**src/rtl/scs_pkg.sv**
```systemverilog
package scs_pkg;
  typedef enum logic [1:0] {
    SCS_HOLD  = 2'd0,
    SCS_COUNT = 2'd1,
    SCS_LOAD  = 2'd2,
    SCS_CLEAR = 2'd3
  } scs_mode_e;
endpackage

```
**src/rtl/scs_mode_sel.sv**
```systemverilog
module scs_mode_sel
  import scs_pkg::*;
(
  input  logic      clr_n,
  input  logic      load_n,
  input  logic      en_par,
  input  logic      en_trk,
  output scs_mode_e mode
);
  // ranked choice: clear, then load, then count, then hold
  always_comb begin
    if (!clr_n)                mode = SCS_CLEAR;
    else if (!load_n)          mode = SCS_LOAD;
    else if (en_par && en_trk) mode = SCS_COUNT;
    else                       mode = SCS_HOLD;
  end
endmodule

```
**src/rtl/scs_next.sv**
```systemverilog
module scs_next
  import scs_pkg::*;
#(
  parameter int WIDTH = 4
) (
  input  scs_mode_e        mode,
  input  logic [WIDTH-1:0] cur,
  input  logic [WIDTH-1:0] din,
  output logic [WIDTH-1:0] nxt
);
  localparam logic [WIDTH-1:0] ONE = WIDTH'(1);

  always_comb begin
    unique case (mode)
      SCS_CLEAR: nxt = '0;
      SCS_LOAD:  nxt = din;
      SCS_COUNT: nxt = cur + ONE;  // natural wrap at all ones
      default:   nxt = cur;
    endcase
  end
endmodule

```
**src/rtl/scs_term.sv**
```systemverilog
module scs_term #(
  parameter int WIDTH = 4
) (
  input  logic [WIDTH-1:0] cur,
  input  logic             en_trk,
  output logic             tc
);
  localparam logic [WIDTH-1:0] TOP = {WIDTH{1'b1}};

  assign tc = en_trk && (cur == TOP);
endmodule

```
**src/rtl/sync_count_slice.sv**
```systemverilog
module sync_count_slice
  import scs_pkg::*;
#(
  parameter int WIDTH = 4
) (
  input  logic             clk,
  input  logic             rst,
  input  logic             clr_n,
  input  logic             load_n,
  input  logic [WIDTH-1:0] din,
  input  logic             en_par,
  input  logic             en_trk,
  output logic [WIDTH-1:0] q,
  output logic             tc
);
  scs_mode_e        mode;
  logic [WIDTH-1:0] nxt;

  scs_mode_sel u_sel (
    .clr_n  (clr_n),
    .load_n (load_n),
    .en_par (en_par),
    .en_trk (en_trk),
    .mode   (mode)
  );

  scs_next #(.WIDTH(WIDTH)) u_next (
    .mode (mode),
    .cur  (q),
    .din  (din),
    .nxt  (nxt)
  );

  always_ff @(posedge clk) begin
    if (rst) q <= '0;
    else     q <= nxt;
  end

  scs_term #(.WIDTH(WIDTH)) u_term (
    .cur    (q),
    .en_trk (en_trk),
    .tc     (tc)
  );
endmodule

```
**config.mk**
```make
export PLATFORM = sky130hd
export DESIGN_NAME = sync_count_slice
export DESIGN_NICKNAME = d
export VERILOG_FILES = /design/src/rtl/scs_pkg.sv /design/src/rtl/scs_mode_sel.sv /design/src/rtl/scs_next.sv /design/src/rtl/scs_term.sv /design/src/rtl/sync_count_slice.sv
export SDC_FILE = /design/constraint.sdc
export NUM_CORES = 1
export LEC_CHECK = 0
export ABC_AREA = 1
export BUFFER_PORTS_ARGS = -buffer_cell sky130_fd_sc_hd__buf_2
export CORE_AREA = 4 4 41 43
export CTS_BUF_LIST = sky130_fd_sc_hd__clkbuf_4
export CTS_CLUSTER_DIAMETER = 150
export DETAILED_ROUTE_END_ITERATION = 6
export DIE_AREA = 0 0 45 47
export PLACE_DENSITY = 0.48
export SETUP_SLACK_MARGIN = 0.2
export SYNTH_ARGS = -nofsm -noshare
export SYNTH_HDL_FRONTEND = slang
export SYNTH_SLANG_ARGS = --single-unit
```
**constraint.sdc**
```tcl
create_clock -name clk -period 0.89 [get_ports clk]
set_input_delay 0.2225 -clock clk [delete_from_list [all_inputs] [get_ports clk]]
set_output_delay 0.2225 -clock clk [all_outputs]
set_load 0.1 [all_outputs]
```
==> results.json <==
{
  "root_buffer": "clkbuf_4",
  "grt_pass1_wl_um": 1290,
  "drc": 0,
  "multi_input_area_um2": 213,
  "drt_pass1_iterations": 4,
  "regMostFlops": "q",
  "layout_commonest_cell": "buf_2",
  "grtUsageTotal_pct": 8.85,
  "num-nets-final": 90,
  "min_period_over_period_pct": 144,
  "grt-ovfl-total": 0,
  "synth_fp_nets": 59,
  "wl_per_cell_um": 9.98,
  "hold_path.class": "primary input to flop",
  "diodes": 0,
  "fmax_mhz": 782,
  "ys_seq_elements": 4,
  "clockBufferDepth": 2,
  "critPathMaxStageDelay_ns": 0.35,
  "cts-buffers-inserted": 3,
  "synth_cell_types": 14,
  "portBuffers": 14,
  "clock_latency_ns": 0.24,
  "leakagePower_nw": 0.300,
  "crit_slowest_cell": "dfxtp_4",
  "r2r_slack_ns": -0.18,
  "fill_cells": 131,
  "core-area_mm2": 0.00130,
  "peakVddDrop_uv": 778,
  "vias": 403,
  "status": "finished, violations left",
  "crit_type": "flop to primary output",
  "crit_arrival_ns": 1.06,
  "slew_violations": 0,
  "endpoint_kind": "primary output",
  "yosysWarningCount": 0,
  "die_h_um": 47,
  "start_util_pct": 21.8,
  "synth_top_family_by_area": "simple AND/OR/NAND/NOR gates",
  "synthCells": 48,
  "slew_headroom_pct": 88.0,
  "clk_pin_slew_worst_paths_ns": 0.04,
  "finalClockSkew_ns": 0.00519,
  "crit_chain": "ha_4 > nand2_2 > nor2_4 > buf_12",
  "required_ns": 0.67,
  "synth.area.mux_share_pct": 0,
  "grt_pass1_vias": 344,
  "htreeDepth": 1,
  "ant_nets": 0,
  "seqCellArea_um2": 95.1,
  "largest_reg_flops": 4,
  "crit_path_start_kind": "flop",
  "ctsHoldBuffers": 0,
  "finalSetupViolCount": 8,
  "die_width_um": 45,
  "syn_area_um2": 284,
  "hpwl_um": 681,
  "antenna_found_initial": 0,
  "largestRegisters": "q x4",
  "p_per_area_mw_per_mm2": 1130,
  "hold_violations": 0,
  "rsz0062_at_grt": "yes",
  "viasPerCell": 4.38,
  "tns_ns": -1.69,
  "timing.critical_path.max_delay_family": "flip-flops",
  "fin_ws_ns": -0.388,
  "num_io_pins": 15,
  "synthAdderAreaFrac_pct": 4.41,
  "whs_ns": 0.234,
  "path_buf_inv": 1,
  "gp_congestion": 0.640,
  "max_cap_violations": 0,
  "synth_simple_gate_area_share_pct": 48.0,
  "wirelength_um": 918,
  "violations": "negative setup slack",
  "synth-xor-area-share_pct": 0,
  "crit_fanout": 2,
  "area_growth_pct": 123,
  "cts_sinks": 4,
  "dieArea_mm2": 0.00212,
  "tightest_slew_ns": 0.180,
  "rows": 13,
  "synth-compound-area-share_pct": 9.69,
  "ys_seq_area_share_pct": 28.2,
  "grt_max_degree": 6,
  "first_iter_violations": 3,
  "final_layout_size_suffix_gt1_share_pct": 59.7,
  "finalCriticalPeriod_ns": 1.28,
  "cts_tree": "built",
  "avgSynthCellArea_um2": 5.92,
  "most-common-layout-cells": "buf_2, nand2_1, nand3_1, nor2_1, buf_4"
}
## through the flow
step	total power [W]	util (%)	instances	cell area [um2]	worst slack, ns
global placement	0.000453	41.3	84	538	-0.131
detailed placement	0.000452	41.3	84	538	-0.137
CTS	0.000701	45.1	88	587	-0.391
global route	0.000759	48.7	92	633	-0.445
floorplan	0.000341	-	48	322	-0.616
finish	0.000713	48.7	92	633	-0.388
## cells in the mapped netlist
cell type | n | area, um2
a21oi_1 | 1 | 5.00
clkinv_2 | 1 | 5.00
dfxtp_1 | 4 | 80.1
ha_1 | 1 | 12.5
inv_1 | 4 | 15.0
inv_2 | 2 | 7.51
nand2_1 | 10 | 37.5
nand2_2 | 2 | 12.5
nand3_1 | 8 | 40.0
nand4_1 | 2 | 12.5
nor2_1 | 9 | 33.8
o21a_1 | 1 | 7.51
o21ai_0 | 1 | 5.00
o21ai_1 | 2 | 10.0
## metal layers
metal,track usage [%],share of wire (%)
met1,9.77,43
met2,13.8,48
met3,7.66,8.4
met4,0,0.11
met5,0,0
## worst min-delay path: cells and delay by family
kind                   cells  cell delay [ns]
and+or+nand+nor            1             0.06
AOI/OAI and AO/OA          1             0.03
buffers and inverters      2             0.12
## cell type report
type | instances | area share, %
timing repair buffer | 26 | 40.1
sequential | 4 | 15.0
multi-input combinational | 37 | 33.6
clock buffer | 3 | 3.56
tap | 15 | 2.96
inverter | 7 | 4.74
## what timing repair did
action	in CTS	in global routing
setup buffers	1	4
setup endpoints to repair	9	9
resized for setup	7	5
pin swaps	3	11
## power by group
part           switching [W]  internal, W  total [W]
clock              0.0000760     0.000151   0.000227
combinational       0.000164     0.000125   0.000289
sequential         0.0000104     0.000187   0.000197
## final timing paths
check	from	end	cells past startpoint
setup / recovery	q[1]	tc	4
setup reg to reg	q[1]	q[2]	7
hold / removal	rst	q[2]	4
hold reg to reg	q[0]	q[1]	5
## cell families after synthesis
group,Yosys count
fa+ha+maj,1
buf+inv,7
compound gates,5
simple gates,31
flops,4
(Power assumes the default switching activity.)
